## config.mk

```make
export PLATFORM = sky130hd
export DESIGN_NAME = pulse_gen_bank
export DESIGN_NICKNAME = d
export VERILOG_FILES = /design/src/rtl/pgb_pkg.sv /design/src/rtl/pgb_regfile.sv /design/src/rtl/pgb_prescale.sv /design/src/rtl/pgb_counter.sv /design/src/rtl/pulse_gen_bank.sv
export SDC_FILE = /design/constraint.sdc
export NUM_CORES = 1
export LEC_CHECK = 0
export BUFFER_PORTS_ARGS = -buffer_cell sky130_fd_sc_hd__buf_4
export CORE_UTILIZATION = 44
export CTS_CLUSTER_DIAMETER = 120
export DETAILED_ROUTE_END_ITERATION = 12
export HOLD_SLACK_MARGIN = 0.02
export PLACE_DENSITY = 0.61
export SLEW_MARGIN = 30
export SYNTH_ARGS = -nofsm -noshare
export SYNTH_HDL_FRONTEND = slang
export SYNTH_SLANG_ARGS = --single-unit
```

## constraint.sdc

```tcl
create_clock -name clk -period 4.4 [get_ports clk]
set_clock_uncertainty 0.1 [all_clocks]
set_input_delay 1.1 -clock clk [delete_from_list [all_inputs] [get_ports clk]]
set_output_delay 1.1 -clock clk [all_outputs]
set_load 0.05 [all_outputs]
```

## src/rtl/pgb_pkg.sv

```systemverilog
package pgb_pkg;

  // Control word field widths (field order is decoded by software)
  localparam int DIV_W = 10;

  typedef struct packed {
    logic [DIV_W-1:0] div;   // bits 11:2
    logic             pol;   // bit 1, 1 = high is active
    logic             run;   // bit 0
  } mode_t;

  localparam int MODE_W = $bits(mode_t);

  // Word index inside a channel window (address bits 3:2)
  localparam logic [1:0] WORD_MODE   = 2'd0;
  localparam logic [1:0] WORD_PERIOD = 2'd1;
  localparam logic [1:0] WORD_DUTY   = 2'd2;

endpackage

```

## src/rtl/pgb_regfile.sv

```systemverilog
module pgb_regfile
  import pgb_pkg::*;
#(
  parameter int N_CH   = 4,
  parameter int ADDR_W = 8,
  parameter int DATA_W = 32
) (
  input  logic                          clk,
  input  logic                          rst_n,
  input  logic                          bus_sel,
  input  logic                          bus_wr,
  input  logic [ADDR_W-1:0]             bus_addr,
  input  logic [DATA_W-1:0]             bus_wdata,
  output logic [DATA_W-1:0]             bus_rdata,
  output mode_t [N_CH-1:0]              mode_o,
  output logic  [N_CH-1:0][DATA_W-1:0]  period_o,
  output logic  [N_CH-1:0][DATA_W-1:0]  duty_o
);

  localparam int BLK_W = ADDR_W - 4;

  logic [BLK_W-1:0] blk;
  logic [1:0]       word;
  logic [N_CH-1:0]  ch_hit;
  logic             unused_low;

  assign blk        = bus_addr[ADDR_W-1:4];
  assign word       = bus_addr[3:2];
  assign unused_low = ^bus_addr[1:0];   // byte lanes not decoded

  // channel n lives in window n+1; window 0 and windows past N_CH decode to nothing
  for (genvar c = 0; c < N_CH; c++) begin : g_hit
    assign ch_hit[c] = (blk == BLK_W'(c + 1));
  end

  for (genvar c = 0; c < N_CH; c++) begin : g_ch
    mode_t             mode_q, mode_d;
    logic [DATA_W-1:0] per_q, per_d;
    logic [DATA_W-1:0] duty_q, duty_d;
    logic              wr_here;

    assign wr_here = bus_sel & bus_wr & ch_hit[c];

    always_comb begin
      mode_d = mode_q;
      per_d  = per_q;
      duty_d = duty_q;
      if (wr_here) begin
        case (word)
          WORD_MODE:   mode_d = mode_t'(bus_wdata[MODE_W-1:0]);  // upper bits dropped
          WORD_PERIOD: per_d  = bus_wdata;
          WORD_DUTY:   duty_d = bus_wdata;
          default:     ;                                         // +0xC ignored
        endcase
      end
    end

    always_ff @(posedge clk or negedge rst_n) begin
      if (!rst_n) begin
        mode_q <= '0;
        per_q  <= '0;
        duty_q <= '0;
      end else if (wr_here) begin
        mode_q <= mode_d;
        per_q  <= per_d;
        duty_q <= duty_d;
      end
    end

    assign mode_o[c]   = mode_q;
    assign period_o[c] = per_q;
    assign duty_o[c]   = duty_q;
  end

  // Read path: decode now, register the result
  logic [DATA_W-1:0] rd_mux;
  logic [DATA_W-1:0] rdata_q, rdata_d;
  logic              rd_req;

  assign rd_req = bus_sel & ~bus_wr;

  always_comb begin
    rd_mux = '0;                 // unmapped reads give zero
    for (int c = 0; c < N_CH; c++) begin
      if (ch_hit[c]) begin
        case (word)
          WORD_MODE:   rd_mux = {{(DATA_W-MODE_W){1'b0}}, mode_o[c]};
          WORD_PERIOD: rd_mux = period_o[c];
          WORD_DUTY:   rd_mux = duty_o[c];
          default:     rd_mux = '0;
        endcase
      end
    end
  end

  always_comb begin
    rdata_d = rdata_q;
    if (rd_req) rdata_d = rd_mux;
  end

  always_ff @(posedge clk or negedge rst_n) begin
    if (!rst_n)      rdata_q <= '0;
    else if (rd_req) rdata_q <= rdata_d;
  end

  assign bus_rdata = rdata_q;

endmodule

```

## src/rtl/pgb_prescale.sv

```systemverilog
module pgb_prescale #(
  parameter int DIV_W = 10
) (
  input  logic             clk,
  input  logic             rst_n,
  input  logic             en_i,
  input  logic [DIV_W-1:0] div_i,
  output logic             tick_o
);

  logic [DIV_W-1:0] last;
  logic [DIV_W-1:0] pcnt_q, pcnt_d;

  // a zero divider field behaves like one
  assign last   = (div_i == '0) ? '0 : div_i - 1'b1;
  // ">=" also recovers when the divider is lowered below the running count
  assign tick_o = en_i && (pcnt_q >= last);

  always_comb begin
    if (!en_i || tick_o) pcnt_d = '0;   // held at zero while stopped
    else                 pcnt_d = pcnt_q + 1'b1;
  end

  always_ff @(posedge clk or negedge rst_n) begin
    if (!rst_n) pcnt_q <= '0;
    else        pcnt_q <= pcnt_d;
  end

endmodule

```

## src/rtl/pgb_counter.sv

```systemverilog
module pgb_counter #(
  parameter int CNT_W  = 16,
  parameter int DATA_W = 32
) (
  input  logic              clk,
  input  logic              rst_n,
  input  logic              en_i,
  input  logic              pol_i,
  input  logic              tick_i,
  input  logic [DATA_W-1:0] period_i,
  input  logic [DATA_W-1:0] duty_i,
  output logic [CNT_W-1:0]  cnt_o,
  output logic              out_o
);

  logic [CNT_W-1:0]  cnt_q, cnt_d;
  logic [DATA_W-1:0] cnt_ext;
  logic              cnt_ld;
  logic              per_zero;
  logic              at_end;
  logic              active;
  logic              out_q, out_d;

  assign cnt_ext  = {{(DATA_W-CNT_W){1'b0}}, cnt_q};
  assign per_zero = (period_i == '0);
  assign at_end   = !per_zero && (cnt_ext >= period_i - 1'b1);
  assign cnt_ld   = !en_i || tick_i;

  // wrap to zero after period-1; R4: cleared while stopped
  always_comb begin
    if (!en_i)                   cnt_d = '0;
    else if (per_zero || at_end) cnt_d = '0;
    else                         cnt_d = cnt_q + 1'b1;
  end

  always_ff @(posedge clk or negedge rst_n) begin
    if (!rst_n)      cnt_q <= '0;
    else if (cnt_ld) cnt_q <= cnt_d;
  end

  // active below duty, never with a zero period
  assign active = en_i && !per_zero && (cnt_ext < duty_i);
  // polarity picks the active level; R4: inactive level otherwise
  assign out_d  = active ? pol_i : ~pol_i;

  always_ff @(posedge clk or negedge rst_n) begin
    if (!rst_n) out_q <= 1'b1;   // stopped, polarity 0 after reset
    else        out_q <= out_d;
  end

  assign cnt_o = cnt_q;
  assign out_o = out_q;

endmodule

```

## src/rtl/pulse_gen_bank.sv

```systemverilog
module pulse_gen_bank
  import pgb_pkg::*;
#(
  parameter int N_CH   = 4,
  parameter int ADDR_W = 8,
  parameter int DATA_W = 32,
  parameter int CNT_W  = 16
) (
  input  logic              clk,
  input  logic              rst_n,
  input  logic              bus_sel,
  input  logic              bus_wr,
  input  logic [ADDR_W-1:0] bus_addr,
  input  logic [DATA_W-1:0] bus_wdata,
  output logic [DATA_W-1:0] bus_rdata,
  output logic [N_CH-1:0]   pwm_out
);

  mode_t [N_CH-1:0]             mode_w;
  logic  [N_CH-1:0][DATA_W-1:0] period_w;
  logic  [N_CH-1:0][DATA_W-1:0] duty_w;
  logic  [N_CH-1:0][CNT_W-1:0]  cnt_w;
  logic  [N_CH-1:0]             en_vec;
  logic  [N_CH-1:0]             pol_vec;
  logic  [N_CH-1:0]             tick_vec;

  pgb_regfile #(
    .N_CH   (N_CH),
    .ADDR_W (ADDR_W),
    .DATA_W (DATA_W)
  ) i_regfile (
    .clk       (clk),
    .rst_n     (rst_n),
    .bus_sel   (bus_sel),
    .bus_wr    (bus_wr),
    .bus_addr  (bus_addr),
    .bus_wdata (bus_wdata),
    .bus_rdata (bus_rdata),
    .mode_o    (mode_w),
    .period_o  (period_w),
    .duty_o    (duty_w)
  );

  // one independent prescaler and counter per channel
  for (genvar c = 0; c < N_CH; c++) begin : g_chan
    assign en_vec[c]  = mode_w[c].run;
    assign pol_vec[c] = mode_w[c].pol;

    pgb_prescale #(
      .DIV_W (DIV_W)
    ) i_prescale (
      .clk    (clk),
      .rst_n  (rst_n),
      .en_i   (en_vec[c]),
      .div_i  (mode_w[c].div),
      .tick_o (tick_vec[c])
    );

    pgb_counter #(
      .CNT_W  (CNT_W),
      .DATA_W (DATA_W)
    ) i_counter (
      .clk      (clk),
      .rst_n    (rst_n),
      .en_i     (en_vec[c]),
      .pol_i    (pol_vec[c]),
      .tick_i   (tick_vec[c]),
      .period_i (period_w[c]),
      .duty_i   (duty_w[c]),
      .cnt_o    (cnt_w[c]),
      .out_o    (pwm_out[c])
    );
  end

endmodule

```

==> results of run 1 <==
==> layer usage <==
layer / up-vias / GRT usage, % / wire length (um)
met5: - / 0 / 12
met4: 2 / 8.84 / 2660
met3: 169 / 3.05 / 5020
met2: 760 / 41.2 / 36800
met1: 10900 / 36.9 / 36400
li1: 10100 / - / -
==> final timing paths <==
| check | startpoint | to | slack (ps) |
|---|---|---|---|
| max in group asynchronous | rst_n | g_chan[2].i_counter.out_o | 2840 |
| worst min-delay path | rst_n | g_chan[2].i_prescale.pcnt_q[6] | 240 |
| min in group clk | i_regfile.bus_rdata[5] | i_regfile.bus_rdata[5] | 380 |
| worst max register to register | i_regfile.g_ch[1].per_q[0] | g_chan[1].i_counter.cnt_o[0] | 280 |
| worst min register to register | i_regfile.bus_rdata[5] | i_regfile.bus_rdata[5] | 380 |
| worst max-delay path | i_regfile.g_ch[1].per_q[0] | g_chan[1].i_counter.cnt_o[0] | 280 |
==> placed cells by master, fill, tap and decap left out, types with 43 or more instances in the layout <==
| master | count |
|---|---|
| xor2_1 | 82 |
| nor4_1 | 63 |
| nor3_1 | 63 |
| nor2_1 | 154 |
| mux2_2 | 234 |
| and3_1 | 43 |
| mux2i_1 | 44 |
| a22oi_1 | 81 |
| clkbuf_16 | 50 |
| o22ai_1 | 51 |
| inv_1 | 99 |
| nand3_1 | 70 |
| dfrtp_1 | 440 |
| xnor2_1 | 72 |
| a21oi_1 | 142 |
| ha_1 | 188 |
| nand4_1 | 44 |
| buf_4 | 121 |
| nand2_1 | 257 |
| o21ai_0 | 182 |
==> cell families (layout without fill, tap and decap cells) <==
| logic type | Yosys count | in the layout | share of synthesized area [%] |
|---|---|---|---|
| and+or+nand+nor | 845 | 845 | 15.8 |
| AOI/OAI and AO/OA | 592 | 592 | 13.7 |
| DFF | 444 | 444 | 41.5 |
| muxes | 278 | 278 | 11.5 |
| buffers and inverters | 248 | 321 | 3.63 |
| adders and majority gates | 188 | 188 | 8.79 |
| xor gates and xnor gates | 154 | 154 | 5.04 |
==> power groups by stage <==
stage          clock (mW)  sequential (mW)  combinational, mW
3_3_place_gp            0             4.80               2.15
6_report             4.69             4.75               2.25
4_1_cts              4.75             4.74               2.23
2_1_floorplan           0             4.71               1.50
3_5_place_dp            0             4.81               2.22
5_1_grt              4.92             4.79               2.48
==> registers in the layout, summed over array words and instances, names as in the netlist <==
signal                    cells
i_regfile.mode_o             48
g_chan.i_prescale.pcnt_q     40
i_regfile.g_ch.per_q        128
i_regfile.bus_rdata          32
g_chan.i_counter.cnt_o       64
g_chan.i_counter.out_o        4
i_regfile.g_ch.duty_q       128
==> through the flow <==
stage	std cells	total power, mW	worst slack [ps]
finish	3604	11.7	278
global route	3604	12.2	19.5
CTS	3603	11.7	172
detailed placement	3510	7.03	177
global placement	3510	6.95	301
floorplan	2749	6.21	825
==> cell type report <==
cell class                 instances  area share, %
sequential                       444           36.9
inverter                          99           1.23
multi-input combinational       2057           49.0
clock inverter                    27           1.42
tap                              782           3.25
clock buffer                      66           4.68
timing repair buffer             129           3.55
==> critical path: cells and delay by family (launching register included) <==
family | cells | cell delay (ps)
AO/OA/AOI/OAI | 4 | 1360
XOR/XNOR | 1 | 150
adder cells (fa/ha/maj) | 2 | 560
buffers and inverters | 1 | 140
flip-flops | 1 | 400
AND/OR/NAND/NOR | 6 | 1320
==> metrics.yaml, run 1 <==
p_switching_mw: 3.57
diodes: 0
drive_gt1_share_pct: 17.6
ys_types: 81
via_per_inst: 6.09
rows: 90
area_growth_pct: 12.6
pwr-share-seq_pct: 40.7
chipWidth_um: 249
die_y_um: 249
design.die.area_um2: 61800
rsz0062_at_grt: "false"
clock_sinks: 444
fmax_mhz: 243
grt_first_pass_wirelength_um: 126000
clockBufferDepth: 3
reg2reg_depth: 14
combPwrFrac_pct: 19.2
drv_slew: 0
final-seq-area_um2: 11100
grt_pass1_vias: 21200
drc: 0
cts_tree: "yes"
post-cts-setup-buffer-count: 0
min_path_type: "in -> async"
gp_congestion: 0.923
hold_ws_ps: 238
ios: 80
cts_hold_buf: 0
status: "completed"
ant_nets: 0
fin_crit_ps: 4120
cts_buffers: 50
synth_cells: 2749
power.share.clock_pct: 40.1
worst_path_largest_cell_delay_ps: 570
synth_seq_cells: 444
dp_hpwl_um: 59300
drtIter0Drc: 1838
peakVddDrop_mv: 0.306
clock-root-buffer: "clkbuf_16"
timing_hold_violations_final: 0
vias: 21900
h-tree-depth: 2
cp-end-kind: "flop"
cp_data_arrival_time_ps: 4540
overflow: 0
start_util_pct: 44.4
synth_common_cells: "dfrtp_1 (440), nand2_1 (257), mux2_2 (234), ha_1 (188), o21ai_0 (183)"
power.density_nw_per_um2: 388
async_flop_share_pct: 100
synth_area_um2: 26800
insertion_delay_ps: 620
setup_tns_ps: 0
nNetsFinal: 3013
fin_crit_sh_pct: 93.7
finalWirelength_um: 80900
grt_max_degree: 102
cap_violations: 0
crit_slowest_cell: "or4b_1"
setup_viol: 0
grtUsageTotal_pct: 26.0
post_cts_resized: 0
multiInputGateArea_um2: 14800
core_um2: 60200
synth-edff-count: 0
antenna_found_initial: 1
tightest_slew_ps: 1040
io_buffers: 77
synth_top_area_share_pct: 41.1
post-route-util_pct: 50.0
start_kind: "flop"
syn-num-nets: 2981
worstPathCellList: "inv_1 -> ha_1 -> or4b_1 -> nor3_1 -> nand2_1 -> xor2_1 -> ha_1 -> and4_1 -> a211oi_1 -> nand2_1 -> a221oi_1 -> nor3_1 -> a31o_2 -> o31ai_1"
dr.pass1.iters: 6
clkSlewWorstSetupHoldPaths_ps: 60
finish.instance_area_um2: 30100
crit_fanout: 11
p_leak_nw: 13.9
placed_area_um2: 28300
ys_seq_area_share_pct: 41.5
p_sw_share_pct: 30.5
yosys_warnings: 0
p_int_mw: 8.12
avgSynthCellArea_um2: 9.74
slew_headroom_pct: 30.2
yosysMostFrequentCell: "dfrtp_1"
worstSetupPathType: "reg -> reg"
synth-main-ff-cell: "dfrtp_1"
n_fill_cell: 5439
ys_top_cells_by_area: "dfrtp_1 (41%), mux2_2 (9.8%), ha_1 (8.8%), nand2_1 (3.6%), o21ai_0 (3.4%)"
required_ps: 4820
synth_top_area_cell: "dfrtp_1"
wl_per_cell_um: 22.4
Note: power is estimated with default switching activity, not from simulation.
==> run 2: changes to the inputs <==
--- a/config.mk
+++ b/config.mk
@@ -6,11 +6,13 @@
 export NUM_CORES = 1
 export LEC_CHECK = 0
 export BUFFER_PORTS_ARGS = -buffer_cell sky130_fd_sc_hd__buf_4
+export CORE_MARGIN = 5
 export CORE_UTILIZATION = 44
 export CTS_CLUSTER_DIAMETER = 120
 export DETAILED_ROUTE_END_ITERATION = 12
 export HOLD_SLACK_MARGIN = 0.02
 export PLACE_DENSITY = 0.61
+export RECOVER_POWER = 25
 export SLEW_MARGIN = 30
 export SYNTH_ARGS = -nofsm -noshare
 export SYNTH_HDL_FRONTEND = slang
==> run 2 against run 1 <==
  * The flow now finishes with violations (max-capacitance violations, max-slew violations)
  * First-iteration DRC count decreased by 9.6%
  * Sequential cell count did not move
  * Combinational power hardly changed
  * Register-to-register slack better by 80 ps
  * Global-route usage fell by 1.7 points
  * Critical endpoint is now g_chan[3].i_counter.cnt_o[1]
==> metrics.yaml, run 2 (synthesis gave the netlist of run 1 again) <==
cp.depth: 13
timing_hold_violations_final: 0
post_cts_resized: 0
final_cell_mix: "dfrtp_1 (440), nand2_1 (257), mux2_2 (234)"
chipWidth_um: 257
required_ps: 4800
clockBufferDepth: 3
vias: 21900
via_per_inst: 6.08
grt_first_pass_wirelength_um: 128000
rsz0062_at_grt: "false"
drive_gt1_share_pct: 17.6
crit_slowest_cell: "a2111o_1"
worstReg2RegEnd: "g_chan[3].i_counter.cnt_o[1]"
ff2ff_setup_slack_ps: 360
area_growth_pct: 12.8
dr.pass1.iters: 8
post-cts-setup-buffer-count: 0
peakVddDrop_mv: 0.288
clock_sinks: 444
h-tree-depth: 2
min_path_type: "reg -> reg"
fin_crit_ps: 4040
worst-path-buf-inv: 1
core_um2: 60400
power.density_nw_per_um2: 391
fmax_mhz: 247
grtUsageTotal_pct: 24.3
wl_per_cell_um: 22.7
worstPathCellList: "inv_1 -> ha_1 -> nor4b_1 -> nand2_1 -> nor3_1 -> xnor2_1 -> ha_1 -> nand2_1 -> o21ai_0 -> a211oi_1 -> a31o_2 -> a2111o_1 -> a32o_1"
insertion_delay_ps: 640
cts_hold_buf: 0
cts_buffers: 52
rows: 90
cts_tree: "yes"
min_from: "i_regfile.bus_rdata[10]"
clock-root-buffer: "clkbuf_16"
start_kind: "flop"
crit_fanout: 20
violations: "max-capacitance violations, max-slew violations"
cp-end-kind: "flop"
dp_hpwl_um: 59600
nNetsFinal: 3016
critPathTopFamily: "compound AO/OA/AOI/OAI gates"
worstSetupPathType: "reg -> reg"
ant_nets: 0
clkSlewWorstSetupHoldPaths_ps: 60
antenna_found_initial: 3
final_common_cell: "dfrtp_1"
cp_data_arrival_time_ps: 4440
fin_crit_sh_pct: 91.9
ios: 80
gp_congestion: 0.920
drc: 0
hold_depth: 2
total_power_mw: 11.8
grt_pass1_vias: 21600
overflow: 0
drv_slew: 91
worst_path_largest_cell_delay_ps: 650
design.die.area_um2: 65900
setup_tns_ps: 0
status: "finished, violations left"
setup_viol: 0
start_util_pct: 44.3
finalWirelength_um: 81900
cap_violations: 1
min_to: "i_regfile.bus_rdata[10]"
io_buffers: 77
reg2reg_depth: 13
grt_max_degree: 96
r2r_start: "i_regfile.g_ch[3].per_q[0]"
die_y_um: 257
tightest_slew_ps: 2880
p_leak_nw: 13.9
slew_headroom_pct: -92.3
drtIter0Drc: 1661
-- run 2: how the worst max path moves through the flow --
| stage | startpoint | end |
|---|---|---|
| final | i_regfile.g_ch[3].per_q[0] | g_chan[3].i_counter.cnt_o[1] |
| after global routing | rst_n | g_chan[1].i_prescale.pcnt_q[7] |
| after CTS | i_regfile.g_ch[1].per_q[0] | g_chan[1].i_counter.cnt_o[0] |
| after detailed placement | i_regfile.g_ch[1].per_q[0] | g_chan[1].i_counter.cnt_o[0] |
| after global placement | i_regfile.g_ch[3].per_q[4] | g_chan[3].i_counter.cnt_o[1] |
| after floorplan | i_regfile.g_ch[2].per_q[2] | g_chan[2].i_counter.cnt_o[14] |
-- run 2: power by group --
part | switching, mW | internal [mW]
Combinational | 1.37 | 0.879
Clock | 1.89 | 2.93
Sequential | 0.360 | 4.39
Total | 3.62 | 8.20
-- run 2: final cells by class --
cell class / instances / area [um2]
fillers: 5431 / 30200
flip-flops and latches: 444 / 11100
clock buffers: 67 / 1450
diodes: 2 / 5.00
inverters: 99 / 372
multi-input cells: 2057 / 14800
repair buffers: 130 / 1060
well taps: 782 / 978
clock inverters: 28 / 470
-- run 2: through the flow --
| stage | setup slack [ps] | instances | hold slack [ps] | util (%) | area, um2 |
|---|---|---|---|---|---|
| 3_3_place_gp | 479 | 3511 | 365 | 46.9 | 28300 |
| 2_1_floorplan | 825 | 2749 | 367 | - | 26800 |
| 5_1_grt | 26.1 | 3607 | 404 | 50.0 | 30200 |
| 4_1_cts | 397 | 3606 | 384 | 50.1 | 30200 |
| 6_report | 358 | 3609 | 379 | 50.0 | 30200 |
| 3_5_place_dp | 434 | 3511 | 372 | 46.9 | 28300 |
-- run 2: metal layers --
metal	vias to the layer above	track usage, %	wire [um]
met4	0	7.16	2410
met1	11000	35.1	37200
met5	-	0	0
li1	10100	-	-
met3	148	4.50	5740
met2	731	37.5	36600
-- run 2: worst min-delay path, cell delays in order (launching register included) --
cell	delay, ps
dfrtp_1	340
nand2_1	50
o21ai_0	60
==> run 3: changes to the inputs <==
--- a/config.mk
+++ b/config.mk
@@ -5,7 +5,9 @@
 export SDC_FILE = /design/constraint.sdc
 export NUM_CORES = 1
 export LEC_CHECK = 0
+export ABC_AREA = 1
 export BUFFER_PORTS_ARGS = -buffer_cell sky130_fd_sc_hd__buf_4
+export CAP_MARGIN = 20
 export CORE_MARGIN = 5
 export CORE_UTILIZATION = 44
 export CTS_CLUSTER_DIAMETER = 120
==> run 3 against run 2 <==
  * The flow still finishes with violations (max-capacitance violations, max-slew violations)
  * Combinational power increased by 58%
  * Final cell count up 34%
  * Non-clock buffer count decreased by 17
  * Core utilization shrank 0.59 points
  * Total power up 6.2%
  * Global-route usage is 2.1 points higher
  * Synthesized cell count increased by 42%
  * Critical path type unchanged
  * Largest cell class unchanged
  * Largest power group is now registers
==> metrics.yaml, run 3 <==
min_path_type: "reg -> reg"
fin_crit_ps: 3770
drtIter0Drc: 2359
cts_tree: "yes"
synth_top_area_cell: "dfrtp_1"
worstSetupPathType: "reg -> reg"
crit_fanout: 19
area_growth_pct: 11.3
ff2ff_setup_slack_ps: 630
wl_met2_um: 44100
synth-main-ff-cell: "dfrtp_1"
die_y_um: 265
drive_gt1_share_pct: 7.11
fin_crit_sh_pct: 85.8
min_to: "i_regfile.g_ch[3].duty_q[4]"
grt_first_pass_wirelength_um: 146000
r2r_start: "i_regfile.mode_o[32]"
synth_top_area_share_pct: 38.4
status: "finished, violations left"
place_ws_ps: 615
peakVddDrop_mv: 0.358
total_power_mw: 12.5
timing.final.ws_setup_ps: 625
drc: 0
ios: 80
wl_per_cell_um: 19.6
crit_start: "i_regfile.mode_o[32]"
top_layer: "met4"
clock-root-buffer: "clkbuf_16"
synth_area_um2: 28700
design.die.area_um2: 70300
io_buffers: 77
clock_sinks: 444
grtUsageTotal_pct: 26.4
gp_congestion: 0.923
synth_common_cells: "nand2_1 (955), inv_1 (463), o21ai_0 (459), dfrtp_1 (440), nor2_1 (411)"
hold_ws_ps: 382
yosysMostFrequentCell: "nand2_1"
rows: 93
start_util_pct: 44.4
cp-end-kind: "flop"
syn-num-nets: 4144
cts_buffers: 53
cap_violations: 2
antenna_found_initial: 3
synth_seq_cells: 444
insertion_delay_ps: 610
hold_depth: 2
avgSynthCellArea_um2: 7.32
tightest_slew_ps: 2050
via_per_inst: 5.41
required_ps: 4830
setup_viol: 0
worstReg2RegEnd: "g_chan[2].i_counter.cnt_o[13]"
synth-edff-count: 0
rsz0062_at_grt: "false"
vias: 26200
finalWirelength_um: 94700
ant_nets: 0
dp_hpwl_um: 70400
ys_types: 53
grt_pass1_vias: 24900
timing_hold_violations_final: 0
wl_met1_um: 41000
fmax_mhz: 265
nNetsFinal: 4174
final_common_cell: "nand2_1"
synth_cells: 3912
yosys_warnings: 0
overflow: 0
post-route-util_pct: 49.5
start_kind: "flop"
clockBufferDepth: 3
drv_slew: 130
slew_headroom_pct: -37.0
async_flop_share_pct: 100
grt_max_degree: 98
core_um2: 64500
cts_hold_buf: 0
violations: "max-capacitance violations, max-slew violations"
ys_seq_area_share_pct: 38.8
p_leak_nw: 15.4
post_cts_resized: 0
min_from: "i_regfile.g_ch[3].duty_q[4]"
dr.pass1.iters: 6
h-tree-depth: 2
chipWidth_um: 265
final_cell_mix: "nand2_1 (953), inv_1 (462), o21ai_0 (459)"
ys_top_cells_by_area: "dfrtp_1 (38%), nand2_1 (13%), ha_1 (8.2%), o21ai_0 (8.0%), inv_1 (6.1%)"
setup_tns_ps: 0
power.density_nw_per_um2: 393
wl_met3_um: 6120
cp_data_arrival_time_ps: 4210
reg2reg_depth: 16
clkSlewWorstSetupHoldPaths_ps: 60
post-cts-setup-buffer-count: 0
## run 3: cell count changes after synthesis, moves of 34 or more
cell	change
nand2_1	+698
inv_1	+364
o21ai_0	+276
nor2_1	+248
mux2_2	-234
nand3_1	+102
a22oi_1	-80
xnor2_1	-62
nor4_1	-48
mux2i_1	-44
o22ai_1	+37
and3_1	-34
## run 3: layout make-up
cell class,instances,area (um2)
Clock inverter,16,151
Antenna cell,3,7.51
Fill cell,6594,32600
Multi-Input combinational cell,2857,15300
Tap cell,855,1070
Inverter,473,1780
Clock buffer,80,1570
Timing Repair Buffer,113,911
Sequential cell,444,11100
## run 3: worst max path at each step
stage                                          endpoint  slack, ps  cells past startpoint
after floorplan            g_chan[0].i_counter.cnt_o[2]       1190                     15
after global placement    g_chan[2].i_counter.cnt_o[13]        730                     16
after detailed placement  g_chan[2].i_counter.cnt_o[13]        610                     16
after CTS                 g_chan[2].i_counter.cnt_o[13]        590                     16
after global routing        i_regfile.g_ch[1].per_q[28]        120                      2
final                     g_chan[2].i_counter.cnt_o[13]        630                     16
## run 3: power by group
part / internal, mW / switching, mW / total [mW]
clock network: 2.57 / 1.83 / 4.40
registers: 4.34 / 0.259 / 4.60
logic: 1.15 / 2.40 / 3.55
## run 3: metal layers
metal	global-route usage, %	up-vias
li1	-	12900
met1	35.9	12300
met2	43.6	787
met3	3.54	152
met4	9.09	0
met5	0	-
## run 3: kinds of logic after synthesis
group	synth area share, %
AND/OR/NAND/NOR	26.2
AO/OA/AOI/OAI	15.1
buffers and inverters	8.10
flip-flops	38.8
adder cells (fa/ha/maj)	8.21
XOR/XNOR	3.67
## run 3: critical path, cell delays in order, from the launching register on
cell	delay, ps
dfrtp_1	460
nor2_1	150
inv_1	70
nor3_1	190
inv_1	80
nor4_1	600
inv_1	250
o21ai_0	170
ha_1	150
nand2_1	70
nor4_1	280
nand3_1	110
nand4_1	130
clkinv_1	480
nor2_1	250
nand3_1	90
nand2_1	70
## run 3: stage by stage
step	instances	area [um2]
after floorplan	3912	28700
after global placement	4742	30200
after detailed placement	4742	30200
after CTS	4838	31900
after global routing	4839	31900
final	4841	31900
